### src/rtl/cursor_gen_pkg.sv
package cursor_gen_pkg;

  typedef enum logic [1:0] {
    BLINK_SLOW   = 2'b00,
    BLINK_HIDE   = 2'b01,
    BLINK_STEADY = 2'b10,
    BLINK_BRIEF  = 2'b11
  } blink_mode_t;

  // Row window step: opening wins over closing.
  function automatic logic window_step(input logic flag_q,
                                       input logic closing,
                                       input logic opening);
    logic kept;
    kept = flag_q & ~closing;
    return kept | opening;
  endfunction

  // Blink gate applied to the stepped window value.
  // tap_hi is the frame bit at the blink tap, tap_lo the bit just below it.
  function automatic logic blink_apply(input blink_mode_t mode,
                                       input logic        win,
                                       input logic        tap_hi,
                                       input logic        tap_lo);
    logic res;
    unique case (mode)
      BLINK_SLOW:   res = win & tap_hi;
      BLINK_HIDE:   res = 1'b0;
      BLINK_STEADY: res = 1'b1;
      BLINK_BRIEF:  res = win & ~tap_hi & ~tap_lo;
      default:      res = 1'b0;
    endcase
    return res;
  endfunction

endpackage

### src/rtl/cursor_row_window.sv
module cursor_row_window #(
  parameter int ROW_W = 5
) (
  input  logic [ROW_W-1:0] row_now_i,
  input  logic [ROW_W-1:0] row_next_i,
  input  logic [ROW_W-1:0] first_row_i,
  input  logic [ROW_W-1:0] last_row_i,
  output logic             closing_o,
  output logic             opening_o
);
  assign closing_o = (row_now_i == last_row_i);
  assign opening_o = (row_next_i == first_row_i);
endmodule

### src/rtl/cursor_blink_gate.sv
module cursor_blink_gate #(
  parameter int FRAME_W   = 6,
  parameter int BLINK_TAP = 3
) (
  input  logic [FRAME_W-1:0] frame_i,
  input  logic [1:0]         mode_i,
  input  logic               win_i,
  output logic               gated_o
);
  import cursor_gen_pkg::*;

  localparam int TAP_LO = BLINK_TAP - 1;

  blink_mode_t mode;
  assign mode    = blink_mode_t'(mode_i);
  assign gated_o = blink_apply(mode, win_i, frame_i[BLINK_TAP], frame_i[TAP_LO]);
endmodule

### src/rtl/cursor_line_flag.sv
module cursor_line_flag (
  input  logic clk,
  input  logic rst_n,
  input  logic load_i,
  input  logic d_i,
  output logic q_o
);
  always_ff @(posedge clk or negedge rst_n) begin
    if (!rst_n)      q_o <= 1'b0;
    else if (load_i) q_o <= d_i;
  end
endmodule

### src/rtl/cursor_gen.sv
module cursor_gen #(
  parameter int ADDR_W    = 14,
  parameter int ROW_W     = 5,
  parameter int FRAME_W   = 6,
  parameter int BLINK_TAP = 3,
  parameter bit CURSOR_EN = 1'b1
) (
  input  logic              clk,
  input  logic              rst_n,
  input  logic [ADDR_W-1:0] refresh_addr_i,
  input  logic [ROW_W-1:0]  row_now_i,
  input  logic [ROW_W-1:0]  row_next_i,
  input  logic              line_end_i,
  input  logic [FRAME_W-1:0] frame_i,
  input  logic [ADDR_W-1:0] cur_addr_i,
  input  logic [ROW_W-1:0]  cur_first_row_i,
  input  logic [ROW_W-1:0]  cur_last_row_i,
  input  logic [1:0]        blink_mode_i,
  output logic              cursor_o
);
  import cursor_gen_pkg::*;

  // Named internal events, observed by the bound checker.
  logic line_flag;
  logic win_close;
  logic win_open;
  logic win_next;
  logic flag_next;
  logic addr_hit;

  generate
    if (CURSOR_EN) begin : g_on
      cursor_row_window #(.ROW_W(ROW_W)) u_window (
        .row_now_i   (row_now_i),
        .row_next_i  (row_next_i),
        .first_row_i (cur_first_row_i),
        .last_row_i  (cur_last_row_i),
        .closing_o   (win_close),
        .opening_o   (win_open)
      );

      assign win_next = window_step(line_flag, win_close, win_open);

      cursor_blink_gate #(.FRAME_W(FRAME_W), .BLINK_TAP(BLINK_TAP)) u_gate (
        .frame_i (frame_i),
        .mode_i  (blink_mode_i),
        .win_i   (win_next),
        .gated_o (flag_next)
      );

      cursor_line_flag u_flag (
        .clk    (clk),
        .rst_n  (rst_n),
        .load_i (line_end_i),
        .d_i    (flag_next),
        .q_o    (line_flag)
      );

      assign addr_hit = (refresh_addr_i == cur_addr_i);
      assign cursor_o = line_flag & addr_hit;
    end else begin : g_off
      logic unused_inputs;
      assign unused_inputs = ^{clk, rst_n, refresh_addr_i, row_now_i, row_next_i,
                               line_end_i, frame_i, cur_addr_i, cur_first_row_i,
                               cur_last_row_i, blink_mode_i};
      assign win_close = 1'b0;
      assign win_open  = 1'b0;
      assign win_next  = 1'b0;
      assign flag_next = 1'b0;
      assign line_flag = 1'b0;
      assign addr_hit  = 1'b0;
      assign cursor_o  = 1'b0;
    end
  endgenerate
endmodule

### config.mk
export PLATFORM = sky130hd
export DESIGN_NAME = cursor_gen
export DESIGN_NICKNAME = d
export VERILOG_FILES = /design/src/rtl/cursor_gen_pkg.sv /design/src/rtl/cursor_row_window.sv /design/src/rtl/cursor_blink_gate.sv /design/src/rtl/cursor_line_flag.sv /design/src/rtl/cursor_gen.sv
export SDC_FILE = /design/constraint.sdc
export NUM_CORES = 1
export LEC_CHECK = 0
export BUFFER_PORTS_ARGS = -buffer_cell sky130_fd_sc_hd__buf_4
export CAP_MARGIN = 20
export CORE_UTILIZATION = 26
export CTS_BUF_LIST = sky130_fd_sc_hd__clkbuf_16
export DETAILED_ROUTE_END_ITERATION = 7
export GPL_TIMING_DRIVEN = 0
export PLACE_DENSITY = 0.77
export SYNTH_ARGS = -nofsm -noshare
export SYNTH_HDL_FRONTEND = slang
export SYNTH_HIERARCHICAL = 1
export SYNTH_SLANG_ARGS = --single-unit
### constraint.sdc
create_clock -name clk -period 1.2 [get_ports clk]
set_input_delay 0.06 -clock clk [delete_from_list [all_inputs] [get_ports clk]]
set_output_delay 0.06 -clock clk [all_outputs]
set_load 0.05 [all_outputs]
# ---- After elaboration in Yosys (flattened, before gate mapping)
# Index checks and enable logic that the tools add are counted.
dict set report totals {
  regBits 1
  output_inout_bits 1
  input_bits 59
}
dict set report op_classes {
  n_bitwise 9
  eq_ne 6
  mux 1
  n_reduce_logical 1
}
# op n
set ops {}
lappend ops {{14-bit equality test} 1}
lappend ops {{5-bit equality test} 2}
lappend ops {{1-bit bitwise AND} 5}
lappend ops {{2-bit equality test (second input constant)} 2}
lappend ops {{1-bit case mux with 4 select lines} 1}
lappend ops {{1-bit inverter} 3}
lappend ops {{2-bit by 1-bit equality test with 1-bit output (second input constant)} 1}
lappend ops {{2-bit zero test} 1}
lappend ops {{1-bit bitwise OR} 1}

# ---- Longest topological paths before layout
dict set report depth {
  ltp_word 7
  depth_mapped 8
}

# ---- Modules after synthesis
# Netlist, hierarchy kept.
# module area_per_inst_um2 n_inst seq_area_each_um2 cells_per_inst
set modules_own_cells {}
lappend modules_own_cells {cursor_gen 170.2 1 0.0 21}
lappend modules_own_cells {cursor_row_window 117.6 1 0.0 14}
lappend modules_own_cells {cursor_line_flag 40.0 1 25.0 2}
lappend modules_own_cells {cursor_blink_gate 26.3 1 0.0 4}

# ---- Least setup slack after synthesis
# OpenSTA, ideal clock, no wires.
dict set report synth_path {
  kind {register -> output}
  from {register g_on.u_flag.q_o}
  to {output cursor_o}
  arrival_time_ps 1291
  path_slack_ps -151
  path_stages_with_launch 3
  required_time_ps 1140
  path_buffers 0
  path_cell_list {dfrtp_1 -> nand4_1 -> nor4_2}
}
dict set report synth_via {
  elab_chain_cells 1
}
# item line_no
set synth_rtl {}
lappend synth_rtl {{start: declaration} cursor_line_flag.sv:6} ;# output logic q_o
lappend synth_rtl {{start signal: assignment} cursor_line_flag.sv:10} ;# else if (load_i) q_o <= d_i;
lappend synth_rtl {{1-bit bitwise AND} cursor_gen.sv:60} ;# assign cursor_o = line_flag & addr_hit;
lappend synth_rtl {{end: declaration} cursor_gen.sv:19} ;# output logic cursor_o
# No other way between the ends.

# ---- Worst setup path after layout
dict set report layout_path {
  from {input row_now_i[3]}
  to {register g_on.u_flag.q_o}
}
dict set report layout_via {
  elab_chain_cells 7
  elab_cells_between_ends 8
  classes_between {eq/ne (1); mux (1); bitwise (6)}
}
# item line_no
set layout_rtl {}
lappend layout_rtl {{start: declaration} cursor_gen.sv:11} ;# input logic [ROW_W-1:0] row_now_i,
lappend layout_rtl {{5-bit equality test *} cursor_row_window.sv:11} ;# assign closing_o = (row_now_i == last_row_i);
lappend layout_rtl {{via win_close} cursor_gen.sv:25} ;# logic win_close;
lappend layout_rtl {{1-bit inverter *} cursor_gen_pkg.sv:15} ;# kept = flag_q & ~closing;
lappend layout_rtl {{1-bit bitwise AND *} cursor_gen_pkg.sv:15}
lappend layout_rtl {{1-bit bitwise OR *} cursor_gen_pkg.sv:16} ;# return kept | opening;
lappend layout_rtl {{via win_next} cursor_gen.sv:27} ;# logic win_next;
lappend layout_rtl {{1-bit bitwise AND (2 in series)} cursor_gen_pkg.sv:30} ;# BLINK_BRIEF: res = win & ~tap_hi & ~tap_lo;
lappend layout_rtl {{1-bit case mux with 4 select lines *} cursor_gen_pkg.sv:26} ;# unique case (mode)
lappend layout_rtl {{via flag_next} cursor_gen.sv:28} ;# logic flag_next;
# Mark *: on every way through the listed nets, which the timed path passes. The rest lies on a longest branch.
# A chain may end at the register's enable or synchronous reset.

==> out/results.txt <==
At the pin with the least slew margin, the transition time is 0.253 ns. The checks that failed: negative setup slack. The initial antenna violation count was 0. The run gives 60 as the I/O pin count.

The run finished, with violations left. Counting I/O delays and the setup requirement, the final critical path takes 1.32 ns. Across the routed clock network, the largest skew measured is 0 ns. The first TritonRoute pass finished after 2 iterations.

The detailed router's first-iteration violation count came out at 1. The first global-routing pass estimated 1.68 mm of wire. The worst setup path is launched from an input pin.

Max-cap violations in this run came to 0. The number of standard-cell rows in the floorplan is 12. In the final routing, the length of wire on met1 measures 381 microns. Overall power consumption after layout is estimated at 321 uW. Including well taps, the total number of placed cells is 110. Input and output buffers added on the ports amount to 55. The share of the core filled with cells was 70.6%; the number of instances on the worst hold path was 2. Summing the sequential cell areas from Yosys gives 7.07% of the chip area. The core region is 0.00119 sq mm. The number of global-route vias before repair came out at 508. The average footprint of a synthesized cell works out to 8.64 sq um. Entering global routing, the biggest net connects 4 pins. The logic depth of the worst register-to-register path was 4; the DRC violation count after routing was 0.

The max-slew violation total from the final report came out at 0. g_on.u_flag/q_o holds more flip-flops than any other register. The routed design uses 596 microns of met2 wire.

The total of flip-flops plus latches after synthesis is 1, and the placer congestion estimate is 0.646. The tools report the number of hold violations in the final report as 0. The worst ir drop on vdd is 0.000195 V. The vertical die dimension works out to 38.9 microns.

The mapped netlist covers 354 sq um. STA puts the critical path data arrival time at 1.20 ns. Leaving out fill and tap cells, the most frequent cells in the layout are buf_4, xnor2_1, xor2_1.

The tools report the worst path required time as 1.07 ns. Relative to the synthesized area, the layout overhead comes to 136%. The logs give 0 ns for the worst-skew pair later-pin latency and 0.00151 sq mm for the area of the die. Timing would allow up to 756 MHz.

The largest registers in the layout are g_on.u_flag/q_o x1. The type of element capturing the critical path was a flop. The run gives 100 as the post-synthesis net count. Yosys printed 6 warnings. Most common cell after layout, fill and taps aside: buf_4.

The number of non-filler instances in the completed layout is 111, and the number of flip-flops under the largest register name is 1. The post-route netlist has 63.9% of its cells at a drive strength greater than 1. In this run the worst hold path is classified as in -> reg. The count of vias placed by the detailed router came out at 509. Setup repair after global routing could not meet its margin everywhere. The repair_antennas step left the layout with diodes totalling 0. The HPWL after detailed placement is 1.04 mm. The count of nets left with antenna violations once routing finished came out at 0. Counting distinct cell types in the post-synthesis netlist gives 14. The highest metal layer carrying signal wires in the routed design is met3.

The power per cell area was 384 mW/mm^2. In the finished design, the share of the clock period the worst path needs comes to 110%. Summed over all layers, the routed wires come to 1.11 mm.

The net count of the finished layout is 158. The run gives -0.123 ns as the final worst setup slack. The count of endpoints failing setup in the final report is 1. The average via count per standard cell came out at 4.59.

After global routing the overflow that remains totals 0. OpenSTA, run right after detailed placement, puts the worst setup slack at -0.139 ns. Counting every instance in the synthesized netlist gives 41. The clock-pin slew on the worst setup and hold paths was 0 ns. The detailed route wirelength on metal3 was 135 microns; the all-layer global routing usage was 15.2%. For the headroom to the max-slew limit, the log shows 82.9%.

The largest fanout of any net on the critical path is 2, and the static power due to leakage is 0.000405 uW. Kind of critical path: in -> reg. Dividing the detail-routed wire length by the instance count gives 10.0 microns.

For this configuration, the core starts out at a cell density of 29.9%. The floorplan step set the die width to 38.9 microns.
## cells by family after synthesis
kind of cell	Yosys count	synth area share, %
xor gates and xnor gates	24	59.4
and+or+nand+nor	12	23.7
muxes	1	4.24
AOI/OAI and AO/OA	2	4.59
buffers and inverters	1	1.06
DFF	1	7.07
## path summary, 6_finish.rpt
path	start	to	slack, ns
setup / recovery	row_now_i[3]	g_on.u_flag/q_o	-0.12
hold / removal	line_end_i	g_on.u_flag/q_o	0.32
setup reg to reg	g_on.u_flag/q_o	g_on.u_flag/q_o	0.08
hold reg to reg	g_on.u_flag/q_o	g_on.u_flag/q_o	0.54
max in group asynchronous	rst_n	g_on.u_flag/q_o	0.72
min in group asynchronous	rst_n	g_on.u_flag/q_o	0.40
## per-layer routing
metal	up-vias	track usage, %
li1	253	-
met1	217	13.9
met2	39	35.8
met3	0	0.578
met4	0	0
met5	-	0
## cell type report
cell class                 count  area [sq um]
fill                         109           349
sequential                     1          25.0
inverter                       1          3.75
tap                           14          17.5
timing repair buffer          56           434
multi-input combinational     39           357
## worst max-delay path: stages
cell,delay [ns]
buf_4,0.12
xnor2_2,0.11
nand3_1,0.10
nor3_2,0.12
inv_1,0.05
a21o_1,0.19
nand3b_1,0.08
o311ai_1,0.10
mux2_4,0.26
## synth_stat cells
cell type  count  area (sq um)
a21o_1         1          7.51
dfrtp_1        1          25.0
inv_1          1          3.75
mux2_4         1          15.0
nand2_1        1          3.75
nand2b_1       1          6.26
nand3_1        3          15.0
nand3b_1       1          7.51
nand4_1        3          18.8
nor3_2         2          20.0
nor4_2         1          12.5
o311ai_1       1          8.76
xnor2_1       20           175
xor2_1         4          35.0
## metrics by stage
| step | TNS [ns] | area [sq um] | hold WS [ns] |
|---|---|---|---|
| 6_report | -0.123 | 837 | 0.319 |
| 5_1_grt | -0.233 | 837 | 0.328 |
| 4_1_cts | -0.117 | 837 | 0.321 |
| 3_5_place_dp | -0.139 | 793 | -0.162 |
| 3_3_place_gp | -0.136 | 793 | -0.165 |
| 2_1_floorplan | 0 | 363 | -0.236 |
## power by group
group          switching, uW  internal, uW  total [uW]
logic                   84.4           193         277
clock network              0             0           0
registers               4.21          39.7        43.9
total                   88.6           233         321
## what timing repair did
item                                   4_1_cts  5_1_grt
hold buffers                                 1        0
endpoints found under the hold margin        1        0
setup endpoints to repair                    1        1
resized for setup                            6        0
pin swaps                                    1        0
buffers inserted                             0        0
Note: power is estimated with default switching activity, not from simulation.
